--- src/rtl/irq_res_pkg.sv ---
// Package: shared types and helpers for the interrupt priority level resolver.
// Assumes bit ranges never exceed 64 positions.
package irq_res_pkg;

    // How a priority encoder maps a winning bit index to a level
    typedef enum logic [0:0] {
        MAP_OFFSET = 1'b0,  // level = index - low bound + 1
        MAP_DIRECT = 1'b1   // level = index
    } lvl_map_e;

    // Build a contiguous mask covering bit positions lo..hi inclusive
    function automatic logic [63:0] span_mask(input int lo, input int hi);
        logic [63:0] m;
        m = '0;
        for (int i = 0; i < 64; i++) begin
            if (i >= lo && i <= hi) m[i] = 1'b1;
        end
        return m;
    endfunction

endpackage

--- src/rtl/irq_lvl_encoder.sv ---
// Module: highest-set-bit encoder over one bit range of a source vector.
// Produces a level for the highest set bit in LO..HI, mapped either with an
// offset (software style) or directly (external style). Assumes HI < VEC_W
// and that every mapped level fits in LVL_W bits.
module irq_lvl_encoder
    import irq_res_pkg::*;
#(
    parameter int       VEC_W = 32,
    parameter int       LVL_W = 5,
    parameter int       LO    = 4,
    parameter int       HI    = 18,
    parameter lvl_map_e MODE  = MAP_OFFSET
) (
    input  logic [VEC_W-1:0] vec_i,
    output logic [LVL_W-1:0] lvl_o,
    output logic             valid_o
);

    localparam int SPAN = HI - LO + 1;

    // Any bit pending in range
    always_comb valid_o = |vec_i[HI:LO];

    generate
        if (MODE == MAP_OFFSET) begin : g_offset
            // Scan upward; the highest set bit overwrites earlier winners
            always_comb begin
                lvl_o = '0;
                for (int i = 0; i < SPAN; i++) begin
                    if (vec_i[LO + i]) lvl_o = LVL_W'(i + 1);
                end
            end
        end else begin : g_direct
            // Scan upward; the highest set bit index is the level
            always_comb begin
                lvl_o = '0;
                for (int i = 0; i < SPAN; i++) begin
                    if (vec_i[LO + i]) lvl_o = LVL_W'(LO + i);
                end
            end
        end
    endgenerate

endmodule

--- src/rtl/irq_cfg_regs.sv ---
// Module: software request register and current priority level register.
// Writes are masked to the implemented bits; assumes LVL_W <= VEC_W.
module irq_cfg_regs #(
    parameter int         VEC_W   = 32,
    parameter int         LVL_W   = 5,
    parameter logic [VEC_W-1:0] SW_MASK = '0
) (
    input  logic             clk,
    input  logic             rst_n,
    input  logic             sw_wr_i,
    input  logic [VEC_W-1:0] sw_wdata_i,
    input  logic             ipl_wr_i,
    input  logic [VEC_W-1:0] ipl_wdata_i,
    output logic [VEC_W-1:0] sw_req_o,
    output logic [LVL_W-1:0] ipl_o
);

    logic [VEC_W-1:0] sw_req_q;
    logic [LVL_W-1:0] ipl_q;

    // Software request register: keep only implemented request bits
    always_ff @(posedge clk) begin
        if (!rst_n)       sw_req_q <= '0;
        else if (sw_wr_i) sw_req_q <= sw_wdata_i & SW_MASK;
    end

    // Current priority level: keep only the low level bits
    always_ff @(posedge clk) begin
        if (!rst_n)        ipl_q <= '0;
        else if (ipl_wr_i) ipl_q <= ipl_wdata_i[LVL_W-1:0];
    end

    assign sw_req_o = sw_req_q;
    assign ipl_o    = ipl_q;


    sw_unimpl_zero_chk: assert property (@(posedge clk) disable iff (!rst_n)
        (sw_req_q & ~SW_MASK) == '0);


    sw_hold_chk: assert property (@(posedge clk) disable iff (!rst_n)
        !sw_wr_i |=> $stable(sw_req_q));


    ipl_hold_chk: assert property (@(posedge clk) disable iff (!rst_n)
        !ipl_wr_i |=> $stable(ipl_q));

endmodule

--- src/rtl/irq_trap_arb.sv ---
// Module: arm flag, level comparison and capture of summary and ID on a trap.
// Assumes lvl_i and summ_i are already resolved for the current cycle.
module irq_trap_arb #(
    parameter int VEC_W = 32,
    parameter int LVL_W = 5
) (
    input  logic             clk,
    input  logic             rst_n,
    input  logic             rearm_i,
    input  logic [LVL_W-1:0] lvl_i,
    input  logic [VEC_W-1:0] summ_i,
    input  logic [LVL_W-1:0] ipl_i,
    output logic             trap_o,
    output logic [VEC_W-1:0] summary_o,
    output logic [LVL_W-1:0] intid_o
);

    logic             armed_q;
    logic             take;
    logic             trap_q;
    logic [VEC_W-1:0] summary_q;
    logic [LVL_W-1:0] intid_q;

    // Trap decision: armed, nonzero level, strictly above current level
    always_comb take = armed_q && (lvl_i != '0) && (lvl_i > ipl_i);

    // Arm flag: rearm wins; an armed evaluation otherwise clears it
    always_ff @(posedge clk) begin
        if (!rst_n)       armed_q <= 1'b1;
        else if (rearm_i) armed_q <= 1'b1;
        else if (armed_q) armed_q <= 1'b0;
    end

    // Trap pulse, one cycle per taken evaluation
    always_ff @(posedge clk) begin
        if (!rst_n) trap_q <= 1'b0;
        else        trap_q <= take;
    end

    // Summary and ID capture, held when no trap is taken
    always_ff @(posedge clk) begin
        if (!rst_n) begin
            summary_q <= '0;
            intid_q   <= '0;
        end else if (take) begin
            summary_q <= summ_i;
            intid_q   <= lvl_i;
        end
    end

    assign trap_o    = trap_q;
    assign summary_o = summary_q;
    assign intid_o   = intid_q;


    armed_clear_chk: assert property (@(posedge clk) disable iff (!rst_n)
        armed_q && !rearm_i |=> !armed_q);


    trap_needs_arm_chk: assert property (@(posedge clk) disable iff (!rst_n)
        trap_q |-> $past(armed_q));


    trap_above_ipl_chk: assert property (@(posedge clk) disable iff (!rst_n)
        trap_q |-> (intid_q != '0) && (intid_q > $past(ipl_i)));


    capture_hold_chk: assert property (@(posedge clk) disable iff (!rst_n)
        !trap_q |-> $stable(intid_q) && $stable(summary_q));

endmodule

--- src/rtl/irq_level_resolver.sv ---
// Module: top of the interrupt priority level resolver.
// Resolves software and external sources to one level, gates it by the arm
// flag and current level, and captures summary and ID on a trap. Assumes
// software range below external range and all levels fit in LVL_W bits.
module irq_level_resolver
    import irq_res_pkg::*;
#(
    parameter int VEC_W  = 32,
    parameter int LVL_W  = 5,
    parameter int SW_LO  = 4,
    parameter int SW_HI  = 18,
    parameter int EXT_LO = 20,
    parameter int EXT_HI = 23
) (
    input  logic             clk,
    input  logic             rst_n,
    input  logic             sw_wr_i,
    input  logic [VEC_W-1:0] sw_wdata_i,
    input  logic             ipl_wr_i,
    input  logic [VEC_W-1:0] ipl_wdata_i,
    input  logic [VEC_W-1:0] ext_irq_i,
    input  logic             rearm_i,
    output logic             trap_o,
    output logic [VEC_W-1:0] summary_o,
    output logic [LVL_W-1:0] intid_o,
    output logic [VEC_W-1:0] sw_req_o,
    output logic [LVL_W-1:0] ipl_o
);

    localparam logic [VEC_W-1:0] SW_MASK  = VEC_W'(span_mask(SW_LO, SW_HI));
    localparam logic [VEC_W-1:0] EXT_MASK = VEC_W'(span_mask(EXT_LO, EXT_HI));
    localparam int               SW_TOP   = SW_HI - SW_LO + 1;

    logic [VEC_W-1:0] sw_req;
    logic [LVL_W-1:0] ipl;
    logic [VEC_W-1:0] ext_sel;
    logic [LVL_W-1:0] sw_lvl;
    logic [LVL_W-1:0] ext_lvl;
    logic             sw_valid;
    logic             ext_valid;
    logic [LVL_W-1:0] res_lvl;
    logic [VEC_W-1:0] res_summ;

    irq_cfg_regs #(
        .VEC_W   (VEC_W),
        .LVL_W   (LVL_W),
        .SW_MASK (SW_MASK)
    ) u_regs (
        .clk         (clk),
        .rst_n       (rst_n),
        .sw_wr_i     (sw_wr_i),
        .sw_wdata_i  (sw_wdata_i),
        .ipl_wr_i    (ipl_wr_i),
        .ipl_wdata_i (ipl_wdata_i),
        .sw_req_o    (sw_req),
        .ipl_o       (ipl)
    );

    // External lines outside their range take no part
    always_comb ext_sel = ext_irq_i & EXT_MASK;

    irq_lvl_encoder #(
        .VEC_W (VEC_W),
        .LVL_W (LVL_W),
        .LO    (SW_LO),
        .HI    (SW_HI),
        .MODE  (MAP_OFFSET)
    ) u_sw_enc (
        .vec_i   (sw_req),
        .lvl_o   (sw_lvl),
        .valid_o (sw_valid)
    );

    irq_lvl_encoder #(
        .VEC_W (VEC_W),
        .LVL_W (LVL_W),
        .LO    (EXT_LO),
        .HI    (EXT_HI),
        .MODE  (MAP_DIRECT)
    ) u_ext_enc (
        .vec_i   (ext_sel),
        .lvl_o   (ext_lvl),
        .valid_o (ext_valid)
    );

    // Level selection: any external request overrides the software level
    always_comb res_lvl = ext_valid ? ext_lvl : sw_lvl;

    // Summary of every pending source at its own position
    always_comb res_summ = sw_req | ext_sel;

    irq_trap_arb #(
        .VEC_W (VEC_W),
        .LVL_W (LVL_W)
    ) u_arb (
        .clk       (clk),
        .rst_n     (rst_n),
        .rearm_i   (rearm_i),
        .lvl_i     (res_lvl),
        .summ_i    (res_summ),
        .ipl_i     (ipl),
        .trap_o    (trap_o),
        .summary_o (summary_o),
        .intid_o   (intid_o)
    );

    assign sw_req_o = sw_req;
    assign ipl_o    = ipl;


    sw_level_range_chk: assert property (@(posedge clk) disable iff (!rst_n)
        sw_valid |-> (sw_lvl >= LVL_W'(1)) && (sw_lvl <= LVL_W'(SW_TOP)));


    ext_override_chk: assert property (@(posedge clk) disable iff (!rst_n)
        ext_valid |-> (res_lvl >= LVL_W'(EXT_LO)) && (res_lvl <= LVL_W'(EXT_HI)));

endmodule

--- config.mk ---
export PLATFORM = sky130hd
export DESIGN_NAME = irq_level_resolver
export DESIGN_NICKNAME = d
export VERILOG_FILES = /design/src/rtl/irq_res_pkg.sv /design/src/rtl/irq_lvl_encoder.sv /design/src/rtl/irq_cfg_regs.sv /design/src/rtl/irq_trap_arb.sv /design/src/rtl/irq_level_resolver.sv
export SDC_FILE = /design/constraint.sdc
export NUM_CORES = 1
export LEC_CHECK = 0
export ABC_AREA = 1
export BUFFER_PORTS_ARGS = -buffer_cell sky130_fd_sc_hd__buf_2
export CORE_ASPECT_RATIO = 0.6
export CORE_MARGIN = 3
export CORE_UTILIZATION = 45
export DETAILED_ROUTE_END_ITERATION = 8
export GPL_ROUTABILITY_DRIVEN = 0
export PLACE_DENSITY = 0.81
export RECOVER_POWER = 50
export SYNTH_ARGS = -nofsm -noshare
export SYNTH_HDL_FRONTEND = slang
export SYNTH_HIERARCHICAL = 1
export SYNTH_SLANG_ARGS = --single-unit
--- constraint.sdc ---
create_clock -name clk -period 2.8 [get_ports clk]
set_input_delay 0.56 -clock clk [delete_from_list [all_inputs] [get_ports clk]]
set_output_delay 0.56 -clock clk [all_outputs]
set_load 0.02 [all_outputs]
==> impl_metrics.toml, run 1 <==
[critical_path]
end_kind = "flip-flop"
cpMostUsedCell = "sky130_fd_sc_hd__nand2_1"
worstSetupPathType = "reg -> reg"
cp-start-kind = "flip-flop"
setup.reg_to_reg.worst_slack_ns = 0.26
crit_slowest_cell = "sky130_fd_sc_hd__dfxtp_1"
cp_cell_sequence = "inv_2 -> nand2_1 -> nand2_1 -> nand2_1 -> nand2_1 -> nand2_1 -> nand2_1 -> nand2_1 -> nand2_1 -> nand2_1 -> nand2_1 -> nand2_1 -> nand2_1 -> nand2_1 -> nand2_1 -> nand2_1 -> inv_1 -> ha_1 -> inv_1 -> nor3_4 -> nor2_4 -> buf_6 -> a21oi_1 -> nor2_1"
peak_fanout_along_the_critical_path = 25
critical-path-max-stage-delay_ns = 0.41
crit_arrival_ns = 2.74
worstPathRequired_ns = 3.00

[run_status]
run_status = "finished clean"

[finish]
nets = 674
antenna_cells_inserted = 0
post_layout_nonfiller_instances = 660
final_util = 0.563
areaGrowthSynthToFinish_pct = 18.5
post_route_cells_drive_above_1_share = 0.168

[die]
core_area_um2 = 6850
initial_core_util = 0.475
core.rowCount = 23
die_height_um = 71.9
die_width_um = 116
design.portCount = 176
floorplan.die_area_um2 = 8320

[place]
port_buffers = 86
placed_cells_incl_taps = 644
hpwl_mm = 5.56

[route]
first_iter_violations = 208
detail_route.drc_violations = 0
drt-pass1-iter-count = 4
final_antenna_net_count = 0
vias = 2966
wl_per_cell_um = 11.8
vias_per_cell = 4.49
route.final.wire_length_mm = 7.79

[power]
p_per_area_nw_per_um2 = 716
power.leakage_nw = 2.09
vdd.ir_drop.worst_mv = 0.334

[timing]
fin_skew_ns = 0.00722
slew-limit-headroom = 0.645
final-setup-viol-count = 0
finalHoldWorstSlack_ns = 0.434
timing.fmax_ghz = 0.394
unrepaired_setup_endpoints_after_global_routing = "no"
tightestPinTransition_ns = 0.533
post-route-period-util = 0.906
final.setup.tns_ns = 0
slew_viol_final = 0
timing.final.hold_violations = 0
finalCriticalPeriod_ns = 2.54

[job]
cap_viol_max_count = 0

[cts]
htree_levels = 3
worst_skew_pair.late_latency_ns = 0.32
clk_pin_slew_ns = 0.05
tritoncts = "built"
clock_sinks = 59
ctsRootBufferMaster = "sky130_fd_sc_hd__clkbuf_16"
cts-buffers-inserted = 9
cts_max_path_buffers = 2

[logic_synthesis]
netlist_area_um2 = 3250
synthesis.yosys.warnings = 6
synthesis.area_per_instance_um2 = 6.56
post_synth_inst_count = 496

[hold_path]
holdCritPathClass = "in -> reg"

[global_routing]
vias_in_the_first_global_route = 2655
grt_pass1_wl_mm = 12.7
grt_util_all_layers = 0.192
grt-ovfl-total = 0
grt_max_degree = 65
grt_antenna_before_repair = 0
-- final timing paths --
kind / cells after the start / end / startpoint
max: 24 / u_arb/summary_o[17] / u_regs/sw_req_o[6]
min: 2 / u_arb/armed_q / rearm_i
max reg2reg: 24 / u_arb/summary_o[17] / u_regs/sw_req_o[6]
min reg2reg: 2 / u_arb/summary_o[29] / u_arb/summary_o[29]
-- metrics by stage --
stage	power, mW	worst slack [ns]	area (um2)
final	2.76	0.263	3860
after global routing	2.92	0.0262	3860
after detailed placement	1.60	0.232	3560
after global placement	1.58	0.293	3560
after floorplan	1.46	0.445	3310
after CTS	2.80	0.189	3890
-- what timing repair did --
action	in CTS	in global routing
resized for setup	0	2
endpoints found under the setup margin	0	18
buffers inserted	0	0
hold buffers	0	0
-- sequential cells by signal, summed over array words and instances (netlist names) --
name / cells
u_arb/summary_o: 32
u_regs/sw_req_o: 15
u_arb/intid_o: 5
u_regs/ipl_o: 5
u_arb/armed_q: 1
u_arb/trap_o: 1
-- where the power goes --
part	switching (mW)	internal (mW)	total (mW)
registers	0.0616	0.927	0.989
clock network	0.363	0.825	1.19
logic	0.396	0.189	0.585
-- per-layer routing --
layer,GRT usage,routed length [um],vias up
li1,-,-,1591
met1,0.283,4060,1260
met2,0.263,3110,109
met3,0.0658,577,6
met4,0.0502,55,0
met5,0,0,-
-- cells in the final DEF (no fill, tap or decap) --
cell type,n
sky130_fd_sc_hd__a21oi_1,38
sky130_fd_sc_hd__buf_12,2
sky130_fd_sc_hd__buf_2,48
sky130_fd_sc_hd__buf_4,2
sky130_fd_sc_hd__buf_6,1
sky130_fd_sc_hd__bufinv_16,2
sky130_fd_sc_hd__clkbuf_1,39
sky130_fd_sc_hd__clkbuf_16,9
sky130_fd_sc_hd__clkbuf_8,2
sky130_fd_sc_hd__clkinv_2,1
sky130_fd_sc_hd__clkinvlp_4,1
sky130_fd_sc_hd__conb_1,19
sky130_fd_sc_hd__dfxtp_1,59
sky130_fd_sc_hd__ha_1,5
sky130_fd_sc_hd__inv_1,80
sky130_fd_sc_hd__inv_2,4
sky130_fd_sc_hd__nand2_1,122
sky130_fd_sc_hd__nand2_2,1
sky130_fd_sc_hd__nand3_1,35
sky130_fd_sc_hd__nand3_2,10
sky130_fd_sc_hd__nor2_1,80
sky130_fd_sc_hd__nor2_2,4
sky130_fd_sc_hd__nor2_4,1
sky130_fd_sc_hd__nor3_4,1
sky130_fd_sc_hd__nor4_2,2
sky130_fd_sc_hd__or2_2,5
-- final cells by class --
class / instances / area, um2
fillers: 710 / 2990
flip-flops and latches: 59 / 1180
multi-input cells: 323 / 1470
well taps: 87 / 109
inverters: 84 / 315
clock inverters: 4 / 72.6
clock buffers: 12 / 256
repair buffers: 91 / 449
-- critical path: cells and delay by family, from the launching register on --
family	cells	cell delay, ns
flip-flops	1	0.41
AND/OR/NAND/NOR	18	1.18
buffers and inverters	4	0.38
AO/OA/AOI/OAI	1	0.16
adder cells (fa/ha/maj)	1	0.28
Power figures use the tool's default switching activity.
==> run 2, diff against run 1 <==
--- a/config.mk
+++ b/config.mk
@@ -5,14 +5,14 @@
 export SDC_FILE = /design/constraint.sdc
 export NUM_CORES = 1
 export LEC_CHECK = 0
-export ABC_AREA = 1
 export BUFFER_PORTS_ARGS = -buffer_cell sky130_fd_sc_hd__buf_2
 export CORE_ASPECT_RATIO = 0.6
 export CORE_MARGIN = 3
-export CORE_UTILIZATION = 45
+export CORE_UTILIZATION = 44
+export CTS_CLUSTER_DIAMETER = 200
 export DETAILED_ROUTE_END_ITERATION = 8
 export GPL_ROUTABILITY_DRIVEN = 0
-export PLACE_DENSITY = 0.81
+export PLACE_DENSITY = 0.83
 export RECOVER_POWER = 50
 export SYNTH_ARGS = -nofsm -noshare
 export SYNTH_HDL_FRONTEND = slang
==> run 2 against run 1 <==
Against the previous run: final cell count shrank 25%; hold slack is essentially flat; die area fell by 9.6%; clock power is 32% lower; global-route usage is 2.2 points lower; critical path depth is 13 lower; power is 19% lower; highest routed layer is now met5; routed wire length decreased by 13%; setup slack lost 0.23 ns; sequential cell count did not move.
==> impl_metrics.toml, run 2 <==
[logic_synthesis]
synthesis.area_per_instance_um2 = 9.12
synthesis.yosys.warnings = 6
netlist_area_um2 = 2850
post_synth_inst_count = 313

[place]
port_buffers = 86
hpwl_mm = 4.76

[global_routing]
gr-usage-met2 = 0.256
grt-ovfl-total = 0
grt.busiest_layer = "met2"
vias_in_the_first_global_route = 2029
fraction_of_met1_tracks_used_by_global_routing = 0.221
grt_use_met3 = 0.0650
grt_pass1_wl_mm = 9.63
grt_max_degree = 43
grt_util_all_layers = 0.170
grt_antenna_before_repair = 1

[route]
drt-pass1-iter-count = 4
first_iter_violations = 152
wl_per_cell_um = 13.7
vias_per_cell = 4.70
final_antenna_net_count = 0
route.final.wire_length_mm = 6.79
detail_route.drc_violations = 0
vias = 2326

[timing]
finalCriticalPeriod_ns = 2.76
fin_skew_ns = 0.00813
slew_viol_final = 0
timing.fmax_ghz = 0.362
slew-limit-headroom = 0.108
tightestPinTransition_ns = 1.34
finalHoldWorstSlack_ns = 0.433
post-route-period-util = 0.987
timing.final.hold_violations = 0
final-setup-viol-count = 0

[die]
core_area_um2 = 6190
die_width_um = 110
core.rowCount = 22
initial_core_util = 0.461
floorplan.die_area_um2 = 7520
die_height_um = 68.4
design.portCount = 176

[critical_path]
worstSetupPathType = "in -> reg"
timing.critical_path.max_delay_family = "simple AND/OR/NAND/NOR gates"
critical-path-max-stage-delay_ns = 0.38
cp-start-kind = "input pin"
timing.critical_path.buf_inv = 3
crit_arrival_ns = 3.03
worstPathRequired_ns = 3.07
peak_fanout_along_the_critical_path = 10
cp_cell_sequence = "buf_2 -> or2_4 -> or3_4 -> mux2_4 -> ha_4 -> nand4_1 -> o221a_1 -> nor3_4 -> buf_6 -> clkbuf_16 -> mux2i_1"
end_kind = "flip-flop"
crit_slowest_cell = "sky130_fd_sc_hd__or3_4"

[hold_path]
holdCritPathClass = "in -> reg"

[finish]
final_util = 0.586
antenna_cells_inserted = 0
nets = 512
areaGrowthSynthToFinish_pct = 27.2
post_route_cells_drive_above_1_share = 0.255
layout_common_cells = "sky130_fd_sc_hd__nand2_1 (78), sky130_fd_sc_hd__mux2i_1 (57), sky130_fd_sc_hd__dfxtp_1 (57)"
largest_register_ff_count = 32
mostFrequentLayoutCell = "sky130_fd_sc_hd__nand2_1"

[cts]
worst_skew_pair.late_latency_ns = 0.33
ctsRootBufferMaster = "sky130_fd_sc_hd__clkbuf_8"
cts-buffers-inserted = 9
clock_sinks = 59
cts_max_path_buffers = 2
tritoncts = "built"
clk_pin_slew_ns = 0.07
htree_levels = 3

[power]
power_switching_mw = 0.648
power_frac_seq = 0.426
p_per_area_nw_per_um2 = 612
power.leakage_nw = 1.73
share_comb_of_total_power = 0.209
share_clk_of_total_power = 0.365
internal_power_mw = 1.58
sw_frac_of_total = 0.291
vdd.ir_drop.worst_mv = 0.299

[job]
cap_viol_max_count = 0

[run_status]
run_status = "finished clean"
## run 2: cell types whose count changed in the layout (fill, tap and decap cells not counted), moves of 4 or more
cell                        previous run  this run
sky130_fd_sc_hd__mux2i_1               0        57
sky130_fd_sc_hd__nand3_2              10         0
sky130_fd_sc_hd__nand3_1              35         0
sky130_fd_sc_hd__a21oi_1              38         2
sky130_fd_sc_hd__buf_4                 2        11
sky130_fd_sc_hd__nand2b_1              0         4
sky130_fd_sc_hd__clkbuf_8              2        12
sky130_fd_sc_hd__nor2b_1               0        21
sky130_fd_sc_hd__nand2_1             122        78
sky130_fd_sc_hd__nor2_1               80         8
sky130_fd_sc_hd__inv_1                80         8
sky130_fd_sc_hd__inv_2                 4         0
sky130_fd_sc_hd__clkbuf_16             9         2
## run 2: power groups by stage
stage,Combinational [mW],Clock [mW],Sequential (mW)
after floorplan,0.253,0,1.03
after global placement,0.431,0,0.959
after detailed placement,0.441,0,0.963
after CTS,0.442,0.836,0.944
after global routing,0.502,0.870,0.956
final,0.464,0.811,0.948
## run 2: path summary, 6_finish.rpt
path                                           from                 end  slack [ns]  cells past startpoint
worst min register to register   u_arb/summary_o[1]  u_arb/summary_o[1]        0.46                      2
worst min-delay path                        rearm_i       u_arb/armed_q        0.43                      2
worst max-delay path                  ext_irq_i[22]  u_arb/summary_o[7]        0.04                     11
worst max register to register  u_regs/sw_req_o[14]        u_arb/trap_o        0.08                     10
## run 2: area by class of cell
| type | instances | area [um2] |
|---|---|---|
| Clock buffer | 12 | 165 |
| Clock inverter | 4 | 47.5 |
| Fill cell | 615 | 2560 |
| Inverter | 8 | 30.0 |
| Multi-Input combinational cell | 225 | 1520 |
| Sequential cell | 59 | 1180 |
| Tap cell | 84 | 105 |
| Timing Repair Buffer | 103 | 579 |
## run 2: per-layer routing
metal,wire [um],part of all wire,vias up
li1,-,-,1178
met1,3330,0.49,1060
met2,2870,0.42,77
met3,516,0.076,9
met4,56,0.0082,2
met5,18,0.0026,-
## run 2: stage by stage
stage	instances	power (mW)	TNS, ns	setup slack, ns	instance area, um2
after detailed placement	475	1.40	-9.82	-0.332	3350
after floorplan	329	1.29	-0.815	-0.0520	2940
after CTS	491	2.22	0	0.0323	3560
after global routing	495	2.33	-0.00744	-0.00662	3630
final	495	2.22	0	0.0369	3630
after global placement	475	1.39	-8.34	-0.258	3350
## run 2: timing repair
action	4_1_cts	5_1_grt
endpoints found under the setup margin	0	27
resized for setup	0	12
buffers inserted	0	2
hold buffers	0	0
